## src/rtl/fpx_pkg.sv

```systemverilog
// Package: shared constants and types for the FP exception status register.
// Assumes the five exception flags are always carried in the same order.
package fpx_pkg;
    localparam int EXC_N  = 5;
    // Bit positions inside a five-bit exception vector.
    localparam int EXC_NX = 0;
    localparam int EXC_DZ = 1;
    localparam int EXC_UF = 2;
    localparam int EXC_OF = 3;
    localparam int EXC_NV = 4;

    typedef logic [EXC_N-1:0] exc_vec_t;
endpackage

```

## src/rtl/fpx_trap_filter.sv

```systemverilog
// Module: fpx_trap_filter
// Purely combinational. It decides whether the raw flags of an operation
// trap, and forms the current-field image that a trap leaves behind.
// Assumes the vector order defined in fpx_pkg.
module fpx_trap_filter
    import fpx_pkg::*;
(
    input  exc_vec_t raw_flags,
    input  exc_vec_t trap_en,
    output logic     trap_hit,
    output exc_vec_t trap_cur
);
    exc_vec_t hit_vec;

    // Flags that are both raised and enabled.
    always_comb begin
        hit_vec  = raw_flags & trap_en;
        trap_hit = |hit_vec;
    end

    // Trap image: enabled hits, with inexact suppressed behind overflow/underflow.
    always_comb begin
        trap_cur = hit_vec;
        if (hit_vec[EXC_OF] || hit_vec[EXC_UF]) begin
            trap_cur[EXC_NX] = 1'b0;
        end
    end
endmodule

```

## src/rtl/fpx_field_regs.sv

```systemverilog
// Module: fpx_field_regs
// Holds the current, accrued and mask fields plus the trap pulse register.
// A software write has priority over an operation. A trapping operation
// freezes the accrued field. Assumes a synchronous active-low reset.
module fpx_field_regs
    import fpx_pkg::*;
(
    input  logic     clk,
    input  logic     rst_n,
    input  logic     wr_en,
    input  exc_vec_t wr_cur,
    input  exc_vec_t wr_acc,
    input  exc_vec_t wr_mask,
    input  logic     op_valid,
    input  exc_vec_t raw_flags,
    input  logic     trap_hit,
    input  exc_vec_t trap_cur,
    output exc_vec_t cur_q,
    output exc_vec_t acc_q,
    output exc_vec_t mask_q,
    output logic     trap_q
);
    // Field and trap-pulse update with write-over-operation priority.
    always_ff @(posedge clk) begin
        if (!rst_n) begin
            cur_q  <= '0;
            acc_q  <= '0;
            mask_q <= '0;
            trap_q <= 1'b0;
        end else if (wr_en) begin
            cur_q  <= wr_cur;
            acc_q  <= wr_acc;
            mask_q <= wr_mask;
            trap_q <= 1'b0;
        end else if (op_valid && trap_hit) begin
            cur_q  <= trap_cur;
            trap_q <= 1'b1;
        end else if (op_valid) begin
            cur_q  <= raw_flags;
            acc_q  <= acc_q | raw_flags;
            trap_q <= 1'b0;
        end else begin
            trap_q <= 1'b0;
        end
    end
endmodule

```

## src/rtl/fpx_word_pack.sv

```systemverilog
// Module: fpx_word_pack
// Places the three fields into the status word at their parameterised
// positions. Every other bit is tied to zero. Assumes the fields do not overlap.
module fpx_word_pack
    import fpx_pkg::*;
#(
    parameter int WORD_W   = 32,
    parameter int CUR_LSB  = 0,
    parameter int ACC_LSB  = 5,
    parameter int MASK_LSB = 23
) (
    input  exc_vec_t          cur,
    input  exc_vec_t          acc,
    input  exc_vec_t          mask,
    output logic [WORD_W-1:0] word
);
    localparam int CUR_MSB  = CUR_LSB  + EXC_N - 1;
    localparam int ACC_MSB  = ACC_LSB  + EXC_N - 1;
    localparam int MASK_MSB = MASK_LSB + EXC_N - 1;

    // Per-bit routing of fields into the word.
    for (genvar b = 0; b < WORD_W; b++) begin : g_bit
        if (b >= CUR_LSB && b <= CUR_MSB) begin : g_cur
            assign word[b] = cur[b-CUR_LSB];
        end else if (b >= ACC_LSB && b <= ACC_MSB) begin : g_acc
            assign word[b] = acc[b-ACC_LSB];
        end else if (b >= MASK_LSB && b <= MASK_MSB) begin : g_mask
            assign word[b] = mask[b-MASK_LSB];
        end else begin : g_zero
            assign word[b] = 1'b0;
        end
    end
endmodule

```

## src/rtl/fp_exc_status_reg.sv

```systemverilog
// Module: fp_exc_status_reg (top)
// Floating-point exception status register with a trap-enable mask and a
// one-cycle trap request. Assumes op_flags are valid only while op_valid
// is high, and that software writes are single-cycle strobes.
module fp_exc_status_reg
    import fpx_pkg::*;
#(
    parameter int WORD_W   = 32,
    parameter int CUR_LSB  = 0,
    parameter int ACC_LSB  = 5,
    parameter int MASK_LSB = 23
) (
    input  logic              clk,
    input  logic              rst_n,
    input  logic              op_valid,
    input  logic [EXC_N-1:0]  op_flags,
    input  logic              sw_wr_en,
    input  logic [WORD_W-1:0] sw_wr_data,
    output logic [WORD_W-1:0] status_word,
    output logic              trap_req
);
    exc_vec_t wr_cur, wr_acc, wr_mask;
    exc_vec_t cur_q, acc_q, mask_q;
    exc_vec_t trap_cur;
    logic     trap_hit;
    logic     unused_wr_bits;

    // Slice the write image into its fields. The remaining bits have no storage.
    always_comb begin
        wr_cur         = sw_wr_data[CUR_LSB  +: EXC_N];
        wr_acc         = sw_wr_data[ACC_LSB  +: EXC_N];
        wr_mask        = sw_wr_data[MASK_LSB +: EXC_N];
        unused_wr_bits = ^sw_wr_data;
    end

    fpx_trap_filter u_filter (
        .raw_flags (op_flags),
        .trap_en   (mask_q),
        .trap_hit  (trap_hit),
        .trap_cur  (trap_cur)
    );

    fpx_field_regs u_regs (
        .clk       (clk),
        .rst_n     (rst_n),
        .wr_en     (sw_wr_en),
        .wr_cur    (wr_cur),
        .wr_acc    (wr_acc),
        .wr_mask   (wr_mask),
        .op_valid  (op_valid),
        .raw_flags (op_flags),
        .trap_hit  (trap_hit),
        .trap_cur  (trap_cur),
        .cur_q     (cur_q),
        .acc_q     (acc_q),
        .mask_q    (mask_q),
        .trap_q    (trap_req)
    );

    fpx_word_pack #(
        .WORD_W   (WORD_W),
        .CUR_LSB  (CUR_LSB),
        .ACC_LSB  (ACC_LSB),
        .MASK_LSB (MASK_LSB)
    ) u_pack (
        .cur  (cur_q),
        .acc  (acc_q),
        .mask (mask_q),
        .word (status_word)
    );
endmodule

```

## config.mk

```make
export PLATFORM = sky130hd
export DESIGN_NAME = fp_exc_status_reg
export DESIGN_NICKNAME = d
export VERILOG_FILES = /design/src/rtl/fpx_pkg.sv /design/src/rtl/fpx_trap_filter.sv /design/src/rtl/fpx_field_regs.sv /design/src/rtl/fpx_word_pack.sv /design/src/rtl/fp_exc_status_reg.sv
export SDC_FILE = /design/constraint.sdc
export NUM_CORES = 1
export LEC_CHECK = 0
export ABC_AREA = 1
export ABC_CLOCK_PERIOD_IN_PS = 3020
export BUFFER_PORTS_ARGS = -buffer_cell sky130_fd_sc_hd__buf_4
export CORE_MARGIN = 2
export CORE_UTILIZATION = 44
export CTS_BUF_LIST = sky130_fd_sc_hd__clkbuf_8
export DETAILED_ROUTE_END_ITERATION = 10
export GPL_ROUTABILITY_DRIVEN = 0
export PLACE_DENSITY = 0.82
export SLEW_MARGIN = 0
export SYNTH_ARGS = -nofsm -noshare
export SYNTH_HDL_FRONTEND = slang
export SYNTH_HIERARCHICAL = 1
export SYNTH_SLANG_ARGS = --single-unit
```

## constraint.sdc

```tcl
create_clock -name clk -period 3.02 [get_ports clk]
set_input_delay 0.302 -clock clk [delete_from_list [all_inputs] [get_ports clk]]
set_output_delay 0.302 -clock clk [all_outputs]
set_load 0.03 [all_outputs]
```

==> metrics.txt <==
total detailed-routing wirelength about 2.0 mm; Min Hold Slack roughly 0.28 ns; total met3 wirelength after detailed routing around 120 um; hold path startpoint sw_wr_data[27]; Critical Path Max Stage Delay between 0.3 and 0.4 ns; proportion of layout cells with a drive suffix above 1 0.306; cell count of the worst hold path 3; Final Critical Period 1.26 ns; port bufs 39; number of top-level pins between 70 and 80; synthesized instance count approximately 150; area inside the core boundary 0.00219 mm2; post-detail-place hpwl between 1.5 and 2 mm; number of max-slew violations in the final report 0; crit-path max FO 6; global-route wire length before repair 3.08 mm; final setup vio count 0; commonest non-fill, non-tap cells in the layout 39 x buf_4, 23 x nor2_1, 21 x nand2_1; cell family with most CP delay simple AND/OR/NAND/NOR gates; Clk Latency, worst-skew pair roughly 0.24 ns; Data required, critical path about 3.2 ns; portion of the post-synthesis area used by sequential elements 0.318; Lkg Pwr roughly 0.63 nW; largest net degree at the start of global routing 20; run status completed; detailed-route vias per instance 4.36; TritonCTS clock tree done; routed wirelength normalized by instance count 9.88 um; CTS-repair resized insts 0; number of flip-flops and latches in the synthesized netlist 16; Design Area, Final around 0.0012 mm2; number of detailed-route iterations in the first pass 4; Sum Neg Setup Slack 0 ns; end of the worst hold path u_regs/mask_q[4]; detailed-route wire length on metal 1 around 870 um; clk buf depth 2; clk sink count 16; cell area after synthesis a little over 0.001 mm2; number of buffers inserted to repair setup after CTS 0; Layout Nets around 210; classification of the worst-slack hold path in2reg; number of vias after detailed routing ~860; Max stage delay cell, worst path dfxtp_1; Critical Path Most Common Cell nand2_1; Die H approximately 52 um; Inserted Diodes 0; placement-stage cell area roughly 0.0011 mm2; end of the worst register-to-register path u_regs/cur_q[1]; remaining number of nets flagged by the antenna check after routing 0; CP Buf/Inv Count 1; unrepaired setup endpoints after global routing false; number of hold buffers added after CTS 0; area enclosed by the die boundary approximately 0.0027 mm2; Max Cap Viol 0; post-synthesis average cell area approximately 7 um2; number of global-route vias before repair 789; fill cell count 220; kind of capture point of the worst setup path flip-flop; commonest non-fill, non-tap cell in the layout buf_4; final hold violations 0; total grt overflow 0; total routing resource utilization after global routing 0.155; Area Overhead vs Synth 17.8%; length of routed met2 wiring ~950 um; clk_skew between 0.002 and 0.003 ns; max frequency between 700 and 800 MHz; die span in x 51.8 um; portion of the clock cycle consumed by the worst path in the final layout 0.418; TritonCTS Buffers 3; number of antenna violations at the first check in global routing 0; startpoint type of the worst setup path flip-flop; Reg-to-Reg Start u_regs/mask_q[3]; setup slack, reg-to-reg 1.76 ns; Pwr per Cell Area between 400 and 500 mW/mm2; length in cells of the worst reg-to-reg path 8; CTS root buf clkbuf_8; number of warning messages in the yosys log 6; H-tree levels 1; list of cells traversed by the critical path nand2_1, nand2_1, inv_1, nand2_1, nand2_2, nor2_2, nand2_1, a21oi_1; Levels on crit path 8; Top Layer Used met4; Worst Path Arrival around 1.4 ns; Worst Setup Path Type reg2reg; number of placement rows 17; DR iter-0 viols 12; initial standard-cell utilization of the core 0.459; drc violations 0; Clock transition at path regs about 0.06 ns; largest voltage drop on the vdd net around 0.27 mV; unique cell type count in the Yosys netlist 18
synthesized netlist by cell type, drive strengths merged:
master,instances,area (um2)
a21boi,3,22.5
a21oi,10,50.1
buf,35,260
clkbuf,1,3.75
conb,1,3.75
dfxtp,16,320
inv,12,45.0
nand2,23,91.3
nand3,2,10.0
nor2,26,105
nor3,1,5.00
o21ai,17,88.8
worst min-delay path, cell delays in order:
cell    delay (ns)
buf_4         0.08
nor2_1        0.03
nor2_1        0.08
cells by family after synthesis:
kind of cell           synth area share
and+or+nand+nor                   0.210
DFF                               0.318
AOI/OAI and AO/OA                 0.160
other                           0.00373
buffers and inverters             0.307
sequential cells by signal, indices dropped and copies added (netlist names):
signal,flops
u_regs/acc_q,5
u_regs/cur_q,5
u_regs/mask_q,5
u_regs/trap_q,1
through the flow:
step           instances  setup WS [ns]  total power, W  utilization
2_1_floorplan        163           1.93        0.000385            -
3_3_place_gp         194           1.72        0.000403        0.516
3_5_place_dp         194           1.67        0.000405        0.516
4_1_cts              198           1.76        0.000590        0.541
5_1_grt              198           1.57        0.000618        0.541
6_report             198           1.76        0.000585        0.541
how the worst max path moves through the flow:
stage / from / endpoint / slack [ns]
3_5_place_dp: op_flags[0] / u_regs/cur_q[1] / 1.67
2_1_floorplan: u_regs/mask_q[3] / u_regs/cur_q[1] / 1.93
6_report: u_regs/mask_q[3] / u_regs/cur_q[1] / 1.76
5_1_grt: u_regs/mask_q[3] / u_regs/cur_q[1] / 1.57
3_3_place_gp: op_flags[0] / u_regs/cur_q[2] / 1.72
4_1_cts: u_regs/mask_q[3] / u_regs/cur_q[1] / 1.76
report_power, final:
part | switching, W | internal [W] | total, W
clock network | 0.0000688 | 0.000115 | 0.000184
registers | 0.00000859 | 0.000227 | 0.000235
logic | 0.000109 | 0.0000569 | 0.000166
layout make-up:
cell class              instances  area (um2)  share of cell area
clock buffers                   4        55.1              0.0465
inverters                      12        45.0              0.0380
multi-input cells              99         437               0.369
flip-flops and latches         16         320               0.270
well taps                      28        35.0              0.0296
repair buffers                 39         293               0.247
layer usage:
| layer | global-route usage | vias up |
|---|---|---|
| li1 | - | 457 |
| met1 | 0.181 | 376 |
| met5 | 0 | - |
| met4 | 0.0921 | 0 |
| met3 | 0.0345 | 2 |
| met2 | 0.256 | 28 |
No activity file was read; power rests on OpenSTA's default activity.
